--- src/rtl/bootld_pkg.sv ---
package bootld_pkg;
  localparam int unsigned REC_FIELD_W   = 32;
  localparam int unsigned REC_HDR_BYTES = 8;

  typedef enum logic [3:0] {
    LD_IDLE,
    LD_HREQ,
    LD_HWAIT,
    LD_DECODE,
    LD_PREQ,
    LD_PWAIT,
    LD_WRITE,
    LD_RUN,
    LD_HALT
  } ld_state_e;
endpackage

--- src/rtl/bootld_hdr_asm.sv ---
module bootld_hdr_asm #(
  parameter int unsigned NBYTES = 8
) (
  input  logic                  clk,
  input  logic                  rst_n,
  input  logic                  clr_i,
  input  logic                  byte_vld_i,
  input  logic [7:0]            byte_i,
  output logic                  last_o,
  output logic [8*NBYTES-1:0]   hdr_o
);
  localparam int unsigned CW = (NBYTES > 1) ? $clog2(NBYTES) : 1;

  logic [CW-1:0]        cnt_q, cnt_d;
  logic [8*NBYTES-1:0]  sh_q, sh_d;

  // bytes enter at the top and move down, so the first byte ends in bits [7:0]
  always_comb begin
    cnt_d = cnt_q;
    sh_d  = sh_q;
    if (clr_i) begin
      cnt_d = '0;
    end else if (byte_vld_i) begin
      sh_d  = {byte_i, sh_q[8*NBYTES-1:8]};
      cnt_d = (cnt_q == CW'(NBYTES-1)) ? '0 : cnt_q + CW'(1);
    end
  end

  always_ff @(posedge clk or negedge rst_n) begin
    if (!rst_n) begin
      cnt_q <= '0;
      sh_q  <= '0;
    end else begin
      cnt_q <= cnt_d;
      sh_q  <= sh_d;
    end
  end

  assign last_o = byte_vld_i && (cnt_q == CW'(NBYTES-1));
  assign hdr_o  = sh_q;
endmodule

--- src/rtl/bootld_word_pack.sv ---
module bootld_word_pack #(
  parameter int unsigned NB = 4,
  localparam int unsigned LW = (NB > 1) ? $clog2(NB) : 1
) (
  input  logic            clk,
  input  logic            rst_n,
  input  logic            clr_i,
  input  logic            byte_vld_i,
  input  logic [7:0]      byte_i,
  input  logic [LW-1:0]   lane_i,
  output logic [8*NB-1:0] data_o,
  output logic [NB-1:0]   strb_o
);
  for (genvar g = 0; g < NB; g++) begin : g_lane
    logic       hit;
    logic [7:0] byte_q, byte_d;
    logic       en_q, en_d;

    assign hit = byte_vld_i && (lane_i == LW'(g));

    always_comb begin
      byte_d = byte_q;
      en_d   = en_q;
      if (clr_i) begin
        en_d = 1'b0;
      end else if (hit) begin
        byte_d = byte_i;
        en_d   = 1'b1;
      end
    end

    always_ff @(posedge clk or negedge rst_n) begin
      if (!rst_n) begin
        byte_q <= '0;
        en_q   <= 1'b0;
      end else begin
        byte_q <= byte_d;
        en_q   <= en_d;
      end
    end

    assign data_o[8*g +: 8] = byte_q;
    assign strb_o[g]        = en_q;
  end
endmodule

--- src/rtl/boot_record_loader.sv ---
module boot_record_loader
  import bootld_pkg::*;
#(
  parameter int unsigned FA_W  = 24,
  parameter int unsigned MA_W  = 32,
  parameter int unsigned NB    = 4,
  parameter int unsigned CNT_W = 32
) (
  input  logic             clk,
  input  logic             rst_n,
  input  logic             start_i,
  input  logic [FA_W-1:0]  base_off_i,
  output logic             fl_req_valid_o,
  output logic [FA_W-1:0]  fl_req_addr_o,
  input  logic             fl_req_ready_i,
  input  logic             fl_rsp_valid_i,
  input  logic [7:0]       fl_rsp_data_i,
  output logic             mw_valid_o,
  output logic [MA_W-1:0]  mw_addr_o,
  output logic [8*NB-1:0]  mw_data_o,
  output logic [NB-1:0]    mw_strb_o,
  input  logic             mw_ready_i,
  output logic             busy_o,
  output logic             jump_o,
  output logic [MA_W-1:0]  jump_addr_o,
  output logic             done_jump_o,
  output logic             halted_o,
  output logic [CNT_W-1:0] byte_cnt_o
);
  localparam int unsigned LW = (NB > 1) ? $clog2(NB) : 1;
  localparam int unsigned FW = REC_FIELD_W;
  localparam int unsigned HB = REC_HDR_BYTES;

  // reset: asserted at once, released after two clock edges
  logic [1:0] rsync_q;
  logic       rst_int_n;
  always_ff @(posedge clk or negedge rst_n) begin
    if (!rst_n) rsync_q <= '0;
    else        rsync_q <= {rsync_q[0], 1'b1};
  end
  assign rst_int_n = rsync_q[1];

  ld_state_e        st_q, st_d;
  logic [FA_W-1:0]  fptr_q, fptr_d;
  logic [FW-1:0]    remain_q, remain_d;
  logic [MA_W-1:0]  waddr_q, waddr_d;
  logic [MA_W-1:0]  wline_q, wline_d;
  logic [MA_W-1:0]  jaddr_q, jaddr_d;
  logic [CNT_W-1:0] cnt_q, cnt_d;
  logic             jump_q, jump_d;

  logic             req_acc, hdr_vld, pay_vld, wr_acc, hdr_last, hdr_clr;
  logic [8*HB-1:0]  hdr;
  logic [FW-1:0]    rec_len, rec_addr;
  logic [LW-1:0]    lane;

  assign fl_req_valid_o = (st_q == LD_HREQ) || (st_q == LD_PREQ);
  assign fl_req_addr_o  = fptr_q;
  assign req_acc        = fl_req_valid_o && fl_req_ready_i;
  assign hdr_vld        = (st_q == LD_HWAIT) && fl_rsp_valid_i;
  assign pay_vld        = (st_q == LD_PWAIT) && fl_rsp_valid_i;
  assign wr_acc         = (st_q == LD_WRITE) && mw_ready_i;
  assign hdr_clr        = (st_q == LD_IDLE) && start_i;
  assign rec_len        = hdr[FW-1:0];
  assign rec_addr       = hdr[2*FW-1:FW];
  assign lane           = waddr_q[LW-1:0];

  bootld_hdr_asm #(.NBYTES(HB)) u_hdr (
    .clk        (clk),
    .rst_n      (rst_int_n),
    .clr_i      (hdr_clr),
    .byte_vld_i (hdr_vld),
    .byte_i     (fl_rsp_data_i),
    .last_o     (hdr_last),
    .hdr_o      (hdr)
  );

  bootld_word_pack #(.NB(NB)) u_pack (
    .clk        (clk),
    .rst_n      (rst_int_n),
    .clr_i      (wr_acc),
    .byte_vld_i (pay_vld),
    .byte_i     (fl_rsp_data_i),
    .lane_i     (lane),
    .data_o     (mw_data_o),
    .strb_o     (mw_strb_o)
  );

  always_comb begin
    st_d     = st_q;
    fptr_d   = fptr_q;
    remain_d = remain_q;
    waddr_d  = waddr_q;
    wline_d  = wline_q;
    jaddr_d  = jaddr_q;
    cnt_d    = cnt_q;
    jump_d   = 1'b0;
    unique case (st_q)
      LD_IDLE: begin
        if (start_i) begin
          st_d   = LD_HREQ;
          fptr_d = base_off_i;
          cnt_d  = '0;
        end
      end
      LD_HREQ: begin
        if (req_acc) begin
          fptr_d = fptr_q + FA_W'(1);
          st_d   = LD_HWAIT;
        end
      end
      LD_HWAIT: begin
        if (fl_rsp_valid_i) st_d = hdr_last ? LD_DECODE : LD_HREQ;
      end
      LD_DECODE: begin
        if (rec_len == '0) begin
          st_d    = LD_RUN;
          jaddr_d = MA_W'(rec_addr);
          jump_d  = 1'b1;
        end else if (&rec_len) begin
          st_d = LD_HALT;
        end else begin
          remain_d = rec_len;
          waddr_d  = MA_W'(rec_addr);
          st_d     = LD_PREQ;
        end
      end
      LD_PREQ: begin
        if (req_acc) begin
          fptr_d = fptr_q + FA_W'(1);
          st_d   = LD_PWAIT;
        end
      end
      LD_PWAIT: begin
        if (fl_rsp_valid_i) begin
          waddr_d  = waddr_q + MA_W'(1);
          remain_d = remain_q - FW'(1);
          cnt_d    = cnt_q + CNT_W'(1);
          wline_d  = {waddr_q[MA_W-1:LW], LW'(0)};
          st_d     = ((lane == LW'(NB-1)) || (remain_q == FW'(1))) ? LD_WRITE : LD_PREQ;
        end
      end
      LD_WRITE: begin
        if (mw_ready_i) st_d = (remain_q == '0) ? LD_HREQ : LD_PREQ;
      end
      LD_RUN, LD_HALT: ;
      default: st_d = LD_IDLE;
    endcase
  end

  always_ff @(posedge clk or negedge rst_int_n) begin
    if (!rst_int_n) begin
      st_q     <= LD_IDLE;
      fptr_q   <= '0;
      remain_q <= '0;
      waddr_q  <= '0;
      wline_q  <= '0;
      jaddr_q  <= '0;
      cnt_q    <= '0;
      jump_q   <= 1'b0;
    end else begin
      st_q     <= st_d;
      fptr_q   <= fptr_d;
      remain_q <= remain_d;
      waddr_q  <= waddr_d;
      wline_q  <= wline_d;
      jaddr_q  <= jaddr_d;
      cnt_q    <= cnt_d;
      jump_q   <= jump_d;
    end
  end

  assign mw_valid_o  = (st_q == LD_WRITE);
  assign mw_addr_o   = wline_q;
  assign busy_o      = (st_q != LD_IDLE) && (st_q != LD_RUN) && (st_q != LD_HALT);
  assign jump_o      = jump_q;
  assign jump_addr_o = jaddr_q;
  assign done_jump_o = (st_q == LD_RUN);
  assign halted_o    = (st_q == LD_HALT);
  assign byte_cnt_o  = cnt_q;
endmodule

--- config.mk ---
export PLATFORM = sky130hd
export DESIGN_NAME = boot_record_loader
export DESIGN_NICKNAME = d
export VERILOG_FILES = /design/src/rtl/bootld_pkg.sv /design/src/rtl/bootld_hdr_asm.sv /design/src/rtl/bootld_word_pack.sv /design/src/rtl/boot_record_loader.sv
export SDC_FILE = /design/constraint.sdc
export NUM_CORES = 1
export LEC_CHECK = 0
export ABC_AREA = 1
export BUFFER_PORTS_ARGS = -buffer_cell sky130_fd_sc_hd__buf_2
export CAP_MARGIN = 40
export CORE_MARGIN = 2
export CORE_UTILIZATION = 30
export CTS_BUF_LIST = sky130_fd_sc_hd__clkbuf_2 sky130_fd_sc_hd__clkbuf_4 sky130_fd_sc_hd__clkbuf_8
export DETAILED_ROUTE_END_ITERATION = 6
export RECOVER_POWER = 50
export SLEW_MARGIN = 0
export SYNTH_ARGS = -nofsm -noshare
export SYNTH_HDL_FRONTEND = slang
export SYNTH_HIERARCHICAL = 1
export SYNTH_SLANG_ARGS = --single-unit
--- constraint.sdc ---
create_clock -name clk -period 9.6 [get_ports clk]
set_input_delay 1.44 -clock clk [delete_from_list [all_inputs] [get_ports clk]]
set_output_delay 1.44 -clock clk [all_outputs]
set_load 0.05 [all_outputs]
==> summary.txt, run 1 <==
Status
  • Status: finished with violations
  • Failing checks: max-capacitance violations, max-slew violations

Synth
  • Seq cells post-synth: 292
  • Share of the synthesized area in the top cell type: 46.18%
  • Top cells by area, synth: dfrtp_1 46%, nand2_1 21%, nand3_1 7.7%
  • Area leader, netlist: dfrtp_1
  • Async set-reset flop share out of synthesis: 100.0%
  • Post-synth EDFFs: 0
  • Synth unique cells: 37
  • Yosys Warn Count: 6
  • Syn_area_per_cell: 7.001 µm²
  • Post-Synthesis Cells: 2260
  • Sequential element share of the synthesized area: 46.18%
  • Most used DFF post-synth: dfrtp_1
  • Mapped Area: 15820 µm²

Critical path
  • Crit Reg-Reg Startpoint: st_q[3]$_DFFE_PN0P_
  • Worst path cell trace: inv_1, nand2_1, inv_1, nand2_1, buf_16, inv_1, nand2_2, clkbuf_1, nand2_2, inv_1, nor2_1, o21ai_0, a21oi_1
  • Crit path required time: 10110 ps
  • CP dominant cell by count: inv_1
  • Crit Path Class: flip-flop to flip-flop
  • Master of the slowest instance on the critical path: clkbuf_1
  • CP arrival: 5850 ps
  • CP Launch Type: flip-flop
  • CP Capture Type: flip-flop
  • Max incr delay on CP: 1630 ps
  • CP Max Fanout: 62
  • Crit path launch: st_q[3]$_DFFE_PN0P_

Global route
  • Antenna violations before repair: 1
  • Largest net degree at the start of global routing: 90
  • Global-route usage over all layers: 18.02%
  • Number of global-route vias before repair: 14770
  • Grt ovf: 0
  • First-pass GRT wire length: 78.89 mm

Die
  • Die Wd: 233.6 µm
  • Core area: 52340 µm²
  • I/O pin count: 200
  • Row Count: 84
  • Die Area: 54590 µm²
  • Die Y: 233.6 µm
  • Starting Density: 30.23%

STA
  • Clock Skews: 45.34 ps
  • Final hold slack: 347.0 ps
  • Tcrit/Tclk final: 55.57%
  • Fmax: 0.1875 GHz
  • Slew headroom: -139.1%
  • Slew Viols, Final: 452
  • Unrepaired setup endpoints after global routing: no
  • Setup TNS: 0 ps
  • Period minus WS final: 5334 ps
  • Count of final setup violators: 0
  • Worst Max-Slew Pin Slew: 3586 ps
  • Final Hold Fails: 0

Detailed routing
  • Routed len/inst: 15.46 µm
  • Total wire length: 49.17 mm
  • Met1 wire length: 22.25 mm
  • DR vias/cell: 4.891
  • DR WL met2: 21.74 mm
  • Final ANT Viol Nets: 0
  • Total vias in the final route: 15560
  • # DRC: 0
  • Top Layer Used: met5
  • Initial drt markers: 1277
  • Met3 WL post-DR: 3.898 mm
  • Drt first pass iters: 7

Clock tree
  • Number of post-CTS setup repair buffers: 0
  • Clk Latency, worst-skew pair: 670 ps
  • CTS sink cnt: 292
  • Root Driver: clkbuf_8
  • Post-CTS Hold Buffers: 0
  • CTS tree: built
  • Worst-path clk slew: 60 ps
  • Clock buffer count from CTS: 54
  • Post_cts resized: 0
  • # H-tree levels: 2
  • Clock buffer depth: 3

Power
  • Pwr dens: 365.0 nW/µm²
  • Lkg Pwr: 0.009536 µW
  • VDD IR max: 0.2408 mV
  • Final Power: 6778 µW

Min path
  • Worst min path class: flip-flop to flip-flop
  • Min-delay src: rsync_q[0]$_DFF_PN0_

Final layout
  • Post-layout util: 35.48%
  • Most common cell after layout, fill and taps aside: nand2_1
  • Antenna Cells: 0
  • Nets: 2492
  • Share of cells above drive strength 1: 13.00%
  • Area Overhead vs Synth: 17.37%
  • Most frequent cells in the layout: 876 x nand2_1, 292 x dfrtp_1, 259 x nor2_1
  • Layout fillers: 5654
  • Final Instance Area: 18570 µm²

Place
  • Routability cong.: 0.9229
  • Post-DP HPWL: 35.52 mm
  • Placed cell areas: 17430 µm²
  • Buffers on Ports: 197

Job
  • Number of max-cap violations: 9
-- where the power goes --
group | switching (µW) | internal, µW | leakage [µW]
sequential | 442 | 1640 | 0.00391
combinational | 2510 | 830 | 0.00496
clock | 584 | 770 | 0.000667
total | 3530 | 3240 | 0.00954
-- worst paths after layout --
path | end | slack [ps] | cells after the start
setup / recovery | byte_cnt_o[8]$_DFFE_PN0P_ | 4270 | 13
hold / removal | rsync_q[1]$_DFF_PN0_ | 350 | 0
setup reg to reg | byte_cnt_o[8]$_DFFE_PN0P_ | 4270 | 13
hold reg to reg | rsync_q[1]$_DFF_PN0_ | 350 | 0
max in group asynchronous | fl_req_addr_o[18]$_DFFE_PN0P_ | 4290 | 3
min in group asynchronous | rsync_q[1]$_DFF_PN0_ | 540 | 1
-- critical path: cells and delay by family (launching register included) --
family	cells	cell delay (ps)
flip-flops	1	370
AO/OA/AOI/OAI	2	200
AND/OR/NAND/NOR	5	2000
buffers and inverters	6	2590
-- cells by family after synthesis --
group / share of synthesized area [%]
AOI/OAI and AO/OA: 6.872
xor gates and xnor gates: 0.6643
adders and majority gates: 0.5536
buffers and inverters: 7.632
DFF: 46.18
other: 0.04747
and+or+nand+nor: 38.05
-- layout make-up --
class                           count  area (µm²)  share of cell area, %
Clock buffer                       87        1110                  5.977
Clock inverter                     15       140.1                 0.7547
Inverter                          188       705.7                  3.800
Multi-Input combinational cell   1696        7316                  39.40
Sequential cell                   292        7307                  39.35
Tap cell                          688       860.8                  4.636
Timing Repair Buffer              215        1130                  6.084
-- registers in the layout, summed over array words and instances (netlist names) --
register	flops
byte_cnt_o	32
fl_req_addr_o	24
jump_addr_o	32
jump_o	1
mw_addr_o	30
remain_q	32
rsync_q	2
st_q	4
u_hdr/cnt_q	3
u_hdr/hdr_o	64
u_pack/g_lane.byte_q	32
u_pack/g_lane.en_q	4
waddr_q	32
-- synth_stat cells, types with 2 or more instances --
library cell / number
inv_2: 5
o211ai_1: 3
or2_2: 5
nand3b_1: 5
inv_1: 182
o31ai_1: 2
nor3_1: 26
dfrtp_1: 292
clkbuf_1: 28
xnor2_1: 6
buf_2: 29
ha_1: 7
a22oi_1: 2
o21ai_0: 162
xor2_1: 6
nand2_1: 877
nand2_2: 7
a31oi_1: 3
nand3_1: 242
a21oi_1: 23
nor2_1: 260
nor2_2: 3
nand4_1: 33
conb_1: 2
buf_6: 11
o22ai_1: 4
o21bai_1: 4
o21ai_1: 4
nor2_4: 4
buf_4: 16
-- per-layer routing --
layer,up-vias,GRT usage [%]
li1,7569,-
met3,88,3.369
met1,7372,25.38
met5,-,0
met2,526,27.63
met4,2,6.072
-- per-stage QoR --
step,worst slack [ps],cells
6_report,4266,3181
5_1_grt,3205,3181
4_1_cts,5862,3181
3_5_place_dp,5854,3079
3_3_place_gp,5925,3073
2_1_floorplan,859.6,2261
Note: power is estimated with default switching activity, not from simulation.
==> inputs of run 2 (changes only) <==
==> constraint.sdc (replaced) <==
create_clock -name clk -period 5.09 [get_ports clk]
set_input_delay 0.7635 -clock clk [delete_from_list [all_inputs] [get_ports clk]]
set_output_delay 0.7635 -clock clk [all_outputs]
set_load 0.05 [all_outputs]
==> run 2 against run 1 <==
  * The flow finishes with violations (design-rule violations, max-capacitance violations, max-slew violations)
  * Core utilization decreased by 0.13 points
  * Non-clock buffer count decreased by 3
  * Register-to-register slack got worse by 2700 ps
  * Critical endpoint is now jump_addr_o[0]$_DFFE_PN0P_
  * Hold slack improved by 4.5 ps
  * Final area decreased by 0.36%
  * Clock-buffer cell count decreased by 7
  * Combinational power increased by 87%
  * First-iteration DRC count decreased by 0.23%
  * Sequential share of layout area increased by 0.14 points
==> summary.txt, run 2 (synthesized netlist as in run 1, its figures left out) <==
Status
  • Status: finished with violations
  • Failing checks: design-rule violations, max-capacitance violations, max-slew violations

Die
  • Starting Density: 30.23%
  • Row Count: 84
  • Die Wd: 233.6 µm
  • Die Area: 54590 µm²
  • I/O pin count: 200
  • Die Y: 233.6 µm
  • Core area: 52340 µm²

Detailed routing
  • DR vias/cell: 4.893
  • Routed len/inst: 15.64 µm
  • Initial drt markers: 1274
  • Drt first pass iters: 7
  • Total vias in the final route: 15520
  • Total wire length: 49.61 mm
  • Final ANT Viol Nets: 0
  • # DRC: 1

Critical path
  • R2R Path End: jump_addr_o[0]$_DFFE_PN0P_
  • CP arrival: 4100 ps
  • Reg2Reg Depth: 10
  • Crit path required time: 5650 ps
  • CP Capture Type: flip-flop
  • CP Max Fanout: 57
  • Crit Reg-Reg Startpoint: u_hdr/hdr_o[18]$_DFFE_PN0P_
  • Crit Path Class: flip-flop to flip-flop
  • R2r setup slk: 1550 ps
  • CP Launch Type: flip-flop

Final layout
  • Final Instance Area: 18500 µm²
  • Most frequent cells in the layout: 875 x nand2_1, 292 x dfrtp_1, 260 x nor2_1
  • Share of cells above drive strength 1: 11.32%
  • Nets: 2488
  • Max FFs per register: 64
  • Most common cell after layout, fill and taps aside: nand2_1
  • Post-layout util: 35.35%
  • Area Overhead vs Synth: 16.95%
  • Antenna Cells: 0

Clock tree
  • Clk Latency, worst-skew pair: 680 ps
  • # H-tree levels: 2
  • Clock buffer depth: 3
  • CTS sink cnt: 292
  • Clock buffer count from CTS: 53
  • Root Driver: clkbuf_8
  • CTS tree: built
  • Worst-path clk slew: 60 ps

Place
  • Buffers on Ports: 197
  • Dpl ws: 1579 ps
  • Placed cell areas: 17340 µm²
  • Post-DP HPWL: 35.21 mm
  • Routability cong.: 0.9091

Min path
  • Worst min path class: flip-flop to flip-flop
  • Hold Path End: rsync_q[1]$_DFF_PN0_
  • Hold path cells: 0
  • Min-delay src: rsync_q[0]$_DFF_PN0_

STA
  • Fmax: 0.2828 GHz
  • Period minus WS final: 3537 ps
  • Final Hold Fails: 0
  • Setup TNS: 0 ps
  • Unrepaired setup endpoints after global routing: no
  • Final hold slack: 351.6 ps
  • Tcrit/Tclk final: 69.48%
  • Slew headroom: -50.73%
  • Clock Skews: 54.09 ps
  • Count of final setup violators: 0
  • Fin worst setup slack: 1553 ps
  • Worst Max-Slew Pin Slew: 2261 ps
  • Slew Viols, Final: 353

Global route
  • Global-route usage over all layers: 18.02%
  • First-pass GRT wire length: 78.65 mm
  • Largest net degree at the start of global routing: 132
  • Grt ovf: 0
  • Number of global-route vias before repair: 14580
  • Antenna violations before repair: 1

Power
  • VDD IR max: 0.3910 mV
  • Lkg Pwr: 0.009354 µW
  • Pwr dens: 692.6 nW/µm²

Job
  • Number of max-cap violations: 4
[run 2: worst max path at each step]
stage,start,endpoint,slack [ps],cells after the start
6_report,u_hdr/hdr_o[18]$_DFFE_PN0P_,jump_addr_o[0]$_DFFE_PN0P_,1550,10
5_1_grt,rsync_q[1]$_DFF_PN0_,u_hdr/hdr_o[3]$_DFFE_PN0P_,810,1
4_1_cts,st_q[3]$_DFFE_PN0P_,fl_req_valid_o,1550,7
3_5_place_dp,st_q[3]$_DFFE_PN0P_,byte_cnt_o[8]$_DFFE_PN0P_,1580,13
3_3_place_gp,st_q[3]$_DFFE_PN0P_,byte_cnt_o[10]$_DFFE_PN0P_,1740,14
2_1_floorplan,rsync_q[1]$_DFF_PN0_,byte_cnt_o[0]$_DFFE_PN0P_,310,0
[run 2: timing repair]
item,4_1_cts,5_1_grt
gates resized for setup,0,0
hold endpoints to repair,2,0
hold buffers,1,0
buffers inserted,0,0
[run 2: layer usage]
layer  track usage (%)  share of wire, %
met3             3.101               6.8
met4             5.835               2.4
met5                 0             0.026
met2             27.23                44
met1             25.99                47
[run 2: metrics by stage]
step,total power [µW],std cells
4_1_cts,12960,3171
2_1_floorplan,8509,2261
3_5_place_dp,10240,3075
6_report,12820,3171
3_3_place_gp,10140,3073
5_1_grt,13750,3171
[run 2: where the power goes]
group          leakage, µW  internal, µW  switching [µW]  total (µW)
combinational      0.00479          1510            4720        6240
sequential         0.00391          3100             847        3950
clock             0.000659          1530            1100        2630
total              0.00935          6150            6670       12800
[run 2: critical path, stage by stage (launching register included)]
cell      delay [ps]
dfrtp_1          450
nor2_1            70
nand2_1           80
nor2_1            40
nand2_1           80
nor2_1            80
nand2_2           60
clkbuf_1        1590
inv_1            610
nand2_1          220
nand2_1           60
[run 2: area by class of cell]
| class | count | area (µm²) |
|---|---|---|
| Fill cell | 5650 | 33840 |
| Multi-Input combinational cell | 1696 | 7316 |
| Sequential cell | 292 | 7307 |
| Timing Repair Buffer | 212 | 1056 |
| Clock buffer | 80 | 1051 |
| Tap cell | 688 | 860.8 |
| Inverter | 188 | 705.7 |
| Clock inverter | 15 | 206.4 |
